`src/rtl/funnel_pkg.sv`:
```
`timescale 1ns/1ps
package funnel_pkg;
   // op[2]: direction, op[1:0]: fill kind
   typedef enum logic [1:0] {
      FILL_ZERO = 2'b00,
      FILL_SIGN = 2'b01,
      FILL_WRAP = 2'b10,
      FILL_RSVD = 2'b11
   } fill_kind_e;

   localparam logic DIR_RIGHT = 1'b0;
   localparam logic DIR_LEFT  = 1'b1;

   localparam int OP_W = 3;
endpackage

```
`src/rtl/funnel_src_gen.sv`:
```
`timescale 1ns/1ps
module funnel_src_gen
   import funnel_pkg::*;
#(
   parameter int N  = 32,
   parameter int SW = $clog2(N),
   localparam int ZW = 2*N - 1
) (
   input  logic [N-1:0]    opa_i,
   input  logic [SW-1:0]   amt_i,
   input  logic [OP_W-1:0] op_i,
   output logic [ZW-1:0]   fun_o,
   output logic [SW-1:0]   off_o
);
   fill_kind_e   kind;
   logic         dir;
   logic [N-2:0] pad_right;
   logic [N-2:0] pad_left;

   always_comb begin
      kind = fill_kind_e'(op_i[1:0]);
      dir  = op_i[2];
      unique case (kind)
         FILL_WRAP: pad_right = opa_i[N-2:0];
         FILL_SIGN: pad_right = {(N-1){opa_i[N-1]}};
         default:   pad_right = '0;
      endcase
      pad_left = (kind == FILL_WRAP) ? opa_i[N-1:1] : '0;
      if (dir == DIR_LEFT) begin
         fun_o = {opa_i, pad_left};
         off_o = ~amt_i;
      end else begin
         fun_o = {pad_right, opa_i};
         off_o = amt_i;
      end
   end
endmodule

```
`src/rtl/funnel_mux_stage.sv`:
```
`timescale 1ns/1ps
module funnel_mux_stage #(
   parameter int IN_W = 63,
   parameter int STEP = 1,
   localparam int OUT_W = IN_W - STEP
) (
   input  logic [IN_W-1:0]  din_i,
   input  logic             sel_i,
   output logic [OUT_W-1:0] dout_o
);
   if (OUT_W < 1) begin : g_bad
      $error("funnel_mux_stage: STEP must be below IN_W");
   end

   for (genvar b = 0; b < OUT_W; b++) begin : g_bit
      assign dout_o[b] = sel_i ? din_i[b + STEP] : din_i[b];
   end
endmodule

```
`src/rtl/funnel_window.sv`:
```
`timescale 1ns/1ps
module funnel_window #(
   parameter int N  = 32,
   parameter int SW = $clog2(N),
   localparam int ZW = 2*N - 1
) (
   input  logic [ZW-1:0] fun_i,
   input  logic [SW-1:0] off_i,
   output logic [N-1:0]  win_o
);
   // stage g consumes 2N-2^g bits and emits 2N-2^(g+1) bits
   for (genvar g = 0; g < SW; g++) begin : g_stg
      localparam int IW = 2*N - (1 << g);
      localparam int OW = 2*N - (2 << g);
      logic [OW-1:0] lvl;
      logic [IW-1:0] src;
      if (g == 0) begin : g_first
         assign src = fun_i;
      end else begin : g_next
         assign src = g_stg[g-1].lvl;
      end
      funnel_mux_stage #(.IN_W(IW), .STEP(1 << g)) u_stage (
         .din_i  (src),
         .sel_i  (off_i[g]),
         .dout_o (lvl)
      );
   end

   assign win_o = g_stg[SW-1].lvl;
endmodule

```
`src/rtl/funnel_shifter.sv`:
```
`timescale 1ns/1ps
module funnel_shifter
   import funnel_pkg::*;
#(
   parameter int N = 32,
   localparam int SW = (N < 2) ? 1 : $clog2(N),
   localparam int ZW = 2*N - 1
) (
   input  logic [N-1:0]  opa_i,
   input  logic [SW-1:0] amt_i,
   input  logic [2:0]    op_i,
   output logic [N-1:0]  res_o
);
   // width must be a power of two, at least 2
   if (N < 2 || (1 << SW) != N) begin : g_width_chk
      $error("funnel_shifter: N must be a power of two >= 2");
   end

   logic [ZW-1:0] fun;
   logic [SW-1:0] off;

   funnel_src_gen #(.N(N), .SW(SW)) u_src (
      .opa_i (opa_i),
      .amt_i (amt_i),
      .op_i  (op_i),
      .fun_o (fun),
      .off_o (off)
   );

   funnel_window #(.N(N), .SW(SW)) u_win (
      .fun_i (fun),
      .off_i (off),
      .win_o (res_o)
   );

   logic [N-1:0] high_mask;
   logic         is_rot;
   logic         is_lsr;
   logic         is_asr;
   logic         is_lsl;

   always_comb begin
      high_mask = ~({N{1'b1}} >> amt_i);
      is_rot = (op_i[1:0] == 2'b10);
      is_asr = (op_i == 3'b001);
      is_lsr = (op_i[2] == 1'b0) && (op_i[1:0] == 2'b00 || op_i[1:0] == 2'b11);
      is_lsl = (op_i[2] == 1'b1) && (op_i[1:0] != 2'b10);

      pass_through_chk: assert (amt_i != '0 || res_o == opa_i);

      rot_popcount_chk: assert (!is_rot || $countones(res_o) == $countones(opa_i));

      lsr_zero_chk: assert (!is_lsr || (res_o & high_mask) == '0);

      asr_sign_chk: assert (!is_asr || res_o[N-1] == opa_i[N-1]);

      lsl_zero_chk: assert (!is_lsl || amt_i == '0 || res_o[0] == 1'b0);
   end
endmodule

```
`config.mk`:
```
export PLATFORM = sky130hd
export DESIGN_NAME = funnel_shifter
export DESIGN_NICKNAME = d
export VERILOG_FILES = /design/src/rtl/funnel_pkg.sv /design/src/rtl/funnel_src_gen.sv /design/src/rtl/funnel_mux_stage.sv /design/src/rtl/funnel_window.sv /design/src/rtl/funnel_shifter.sv
export SDC_FILE = /design/constraint.sdc
export NUM_CORES = 1
export LEC_CHECK = 0
export ABC_CLOCK_PERIOD_IN_PS = 3400
export BUFFER_PORTS_ARGS = -buffer_cell sky130_fd_sc_hd__buf_2
export CORE_UTILIZATION = 55
export DETAILED_ROUTE_END_ITERATION = 8
export GPL_ROUTABILITY_DRIVEN = 0
export PLACE_DENSITY_LB_ADDON = 0.3
export SLEW_MARGIN = 20
export SYNTH_ARGS = -nofsm -noshare
export SYNTH_HDL_FRONTEND = slang
export SYNTH_SLANG_ARGS = --single-unit
```
`constraint.sdc`:
```
create_clock -name vclk -period 3.4
set_clock_uncertainty 0.2 [all_clocks]
set_input_delay 0.68 -clock vclk [all_inputs]
set_output_delay 0.68 -clock vclk [all_outputs]
set_load 0.1 [all_outputs]
```
==> summary.md, run 1 <==
| Metric | Value |
|---|---|
| Share of the yosys chip area belonging to registers | 0% |
| # rows | 32 |
| Stop err | [ERROR DPL-0033] detailed placement checks failed during check placement. |
| Buffers on Ports | 72 |
| Initial core utilization | 57.2% |
| Net Count, Synth | 704 |
| I/O pins | 72 |
| Yosys cell types | 64 |
| Cell taking the most area after synthesis | mux2i_1 |
| Mapped Cells | 662 |
| Die X | 91.9 um |
| Most frequent cell after synthesis | nand2_1 |
| Top area cells in the synthesized netlist | mux2i_1, mux4_2, o21ai_0, nand2_1, nor3_1 |
| Post-synth design cell area | 4450 um2 |
| Top-area cell type share of the netlist area | 11.9% |
| Post-DP HPWL | 23,800 um |
| Fail Step | 3_5_place_dp |
| Status | stopped before the end |
| Commonest cells in the netlist | nand2_1, o21ai_0, mux2i_1 |
| Die H | 91.9 um |
| Syn avg cell area | 6.72 um2 |
| Synthesis warning total | 0 |
[logic make-up after synthesis]
group / after synthesis / share of synthesized area, %
muxes: 78 / 22.4
and+or+nand+nor: 190 / 19.5
buffers and inverters: 101 / 11.3
AOI/OAI and AO/OA: 281 / 44.0
adders and majority gates: 2 / 0.563
xor gates and xnor gates: 10 / 2.31
[through the flow]
step / hold slack, ps / setup TNS [ps] / cell area (um2) / setup WS (ps)
after floorplan: 1640 / -12780 / 5160 / -1930
after global placement: 1920 / -13690 / 7640 / -549
==> run 2: changes to the inputs <==
ABC_CLOCK_PERIOD_IN_PS = 4400   (was 3400)
CORE_UTILIZATION = 40   (was 55)
PLACE_DENSITY_LB_ADDON = 0.15   (was 0.3)
clock period = 4.4 ns   (was 3.4 ns; I/O delays follow)
==> run 2 against run 1 <==
Compared with the run above: the flow now finishes without violations; synthesized cell count stayed put; area after synthesis unchanged.
==> summary.md, run 2 <==
| Metric | Value |
|---|---|
| Number of remaining DRC errors | 0 |
| Tcrit/Tclk final | 100% |
| Fmax | 227 MHz |
| Area taken by multi-input logic gates | 4560 um2 |
| Core Box Area | 10,800 um2 |
| Die ar. | 11,500 um2 |
| Worst Path Required | 3320 ps |
| Crit path capture type | output port |
| Top area cells in the synthesized netlist | mux2i_1, mux4_2, o21ai_0, nand2_1, nor3_1 (unchanged) |
| Routed Antenna Nets | 0 |
| Post-synth design cell area | 4450 um2 (unchanged) |
| Fill cells | 957 |
| Post-layout min period | 4400 ps |
| Post-synthesis simple-gate area fraction | 19.5% (unchanged) |
| Most common cell after layout, fill and taps aside | buf_4 |
| Delay-heaviest family, CP | compound AO/OA/AOI/OAI gates |
| Setup TNS | 0 ps |
| Initial core utilization | 41.0% (was 57.2%) |
| Die X | 107 um (was 91.9 um) |
| Post-DP HPWL | 15,200 um (was 23,800 um) |
| Clk_buf instances | 0 |
| GRT Total Usage | 32.5% |
| Overflow after GRT | 0 |
| Antenna cells | 0 |
| Synthesis warning total | 0 (unchanged) |
| Max VDD drop | 0.322 mV |
| Min-delay worst type | primary input to output port |
| Commonest non-fill, non-tap cells in the layout | buf_4, nand2_1, o21ai_0, mux2i_1, nor2_1 |
| Final setup vio count | 0 |
| Worst Tran Pin Value | 726 ps |
| Switching share of power | 62.4% |
| Largest family of logic cells by synthesized area | compound AO/OA/AOI/OAI gates (unchanged) |
| Vias in the first global route | 5,547 |
| FFs & Latches | 0 |
| Post-DR vias/cell | 6.76 |
| Max Slew Vio Count | 0 |
| Fin Hold WS | 2290 ps |
| Cell mode on critical path | buf_4 |
| Status | completed (was stopped before the end) |
| Relative slew slack | 51.1% |
| First drt pass iteration count | 6 |
| P_sw | 1.26 mW |
| Post-CTS Hold Buffers | 0 |
| Final hold vios | 0 |
| Yosys cell types | 64 (unchanged) |
| Kind of start point of the critical path | primary input |
| Sequential share of power | 0% |
| Post-Synth Adder-Cell Area | 0.563% (unchanged) |
| Most frequent cell after synthesis | nand2_1 (unchanged) |
| Cell taking the most area after synthesis | mux2i_1 (unchanged) |
| Launch point of the worst path | op_i[1] |
| Area Growth Syn to Fin | 50.1% |
| Largest net degree at the start of global routing | 36 |
| Crit-path cells | buf_4 -> ha_4 -> or2_4 -> buf_12 -> buf_4 -> nor3_1 -> a221o_1 -> and2_0 -> a2111oi_1 -> buf_4 -> o31ai_4 -> buf_12 |
| Leak pwr | 2.63 nW |
| Syn avg cell area | 6.72 um2 (unchanged) |
| WL per Instance | 20.7 um |
| DR iter-0 viols | 717 |
| Top-area cell type share of the netlist area | 11.9% (unchanged) |
| Post-synthesis xor/xnor area fraction | 2.31% (unchanged) |
| CP Buf/Inv Count | 5 |
| Share of the yosys chip area belonging to registers | 0% (unchanged) |
| First-pass GRT wire length | 30,100 um |
| PwrDens | 303 nW/um2 |
| Share of post-route cells with drive strength above 1 | 36.0% |
| Commonest cells in the netlist | nand2_1, o21ai_0, mux2i_1 (unchanged) |
| Max Cap Viol | 0 |
| Unrepaired setup endpoints after global routing | yes |
| Net Count, Synth | 704 (unchanged) |
| WP data arrival | 3320 ps |
| Die H | 107 um (was 91.9 um) |
| Post-synthesis mux area share | 22.4% (unchanged) |
| Critical path peak fanout | 8 |
| Buffers on Ports | 72 (unchanged) |
| Crit path kind | primary input to output port |
| Min-delay src | amt_i[3] |
| Slowest stage cell, crit path | a2111oi_1 |
| Int Power | 0.759 mW |
| Routed WL | 19,000 um |
| Reg area | 0 um2 |
| Vias | 6,192 |
| Final Util | 61.6% |
| # rows | 38 (was 32) |
| Post-layout nets | 820 |
| Initial antenna violation count | 0 |
| I/O pins | 72 (unchanged) |
| Clock power share | 0% |
| Part of the power in combinational logic | 100.0% |
| Compound-cell area share of the yosys netlist | 44.0% (unchanged) |
| Mapped Cells | 662 (unchanged) |
| Slowest stage delay, CP | 490 ps |
-- run 2: cell families after synthesis --
logic type               count (synthesis)
adder cells (fa/ha/maj)                  2
XOR/XNOR                                10
AO/OA/AOI/OAI                          281
multiplexers                            78
buffers and inverters                  101
AND/OR/NAND/NOR                        190
-- run 2: cell type report --
class	instances	area share, %
Timing Repair Buffer	186	27.3
Inverter	29	1.67
Multi-Input combinational cell	561	68.4
Tap cell	140	2.63
-- run 2: power by group through the flow --
stage	registers [mW]	logic [mW]	clock network, mW
3_5_place_dp	0	1.93	0
3_3_place_gp	0	1.92	0
2_1_floorplan	0	1.25	0
6_report	0	2.02	0
4_1_cts	0	1.95	0
5_1_grt	0	2.10	0
-- run 2: metrics by stage --
step / total power, mW / area (um2) / setup slack, ps / instances
after detailed placement: 1.93 / 6340 / -453 / 909
final: 2.02 / 6670 / 1.13 / 916
after floorplan: 1.25 / 4730 / -1330 / 662
after global placement: 1.92 / 6340 / -436 / 909
after global routing: 2.10 / 6670 / -48.5 / 916
after CTS: 1.95 / 6380 / -27.0 / 910
-- run 2: what timing repair did --
item                                    4_1_cts  5_1_grt
setup buffers                                 1        5
pin swaps                                     0       12
cloned                                        0        1
endpoints found under the setup margin        6       27
gates resized for setup                       8       34
-- run 2: worst min-delay path, delay by kind of cell --
family	cells	cell delay, ps
AOI/OAI and AO/OA	2	250
xor gates and xnor gates	1	140
buffers and inverters	2	320
-- run 2: worst paths after layout --
check	depth (start not counted)	to
max	12	res_o[30]
min	5	res_o[5]
-- run 2: layer usage --
| metal | track usage (%) | share of wire, % | vias up | routed length, um |
|---|---|---|---|---|
| li1 | - | - | 2841 | - |
| met1 | 46.8 | 43 | 2895 | 8130 |
| met2 | 50.3 | 44 | 401 | 8430 |
| met3 | 3.33 | 9.5 | 55 | 1800 |
| met4 | 10.9 | 3.2 | 0 | 604 |
| met5 | 0 | 0 | - | 0 |
(Power assumes the default switching activity.)
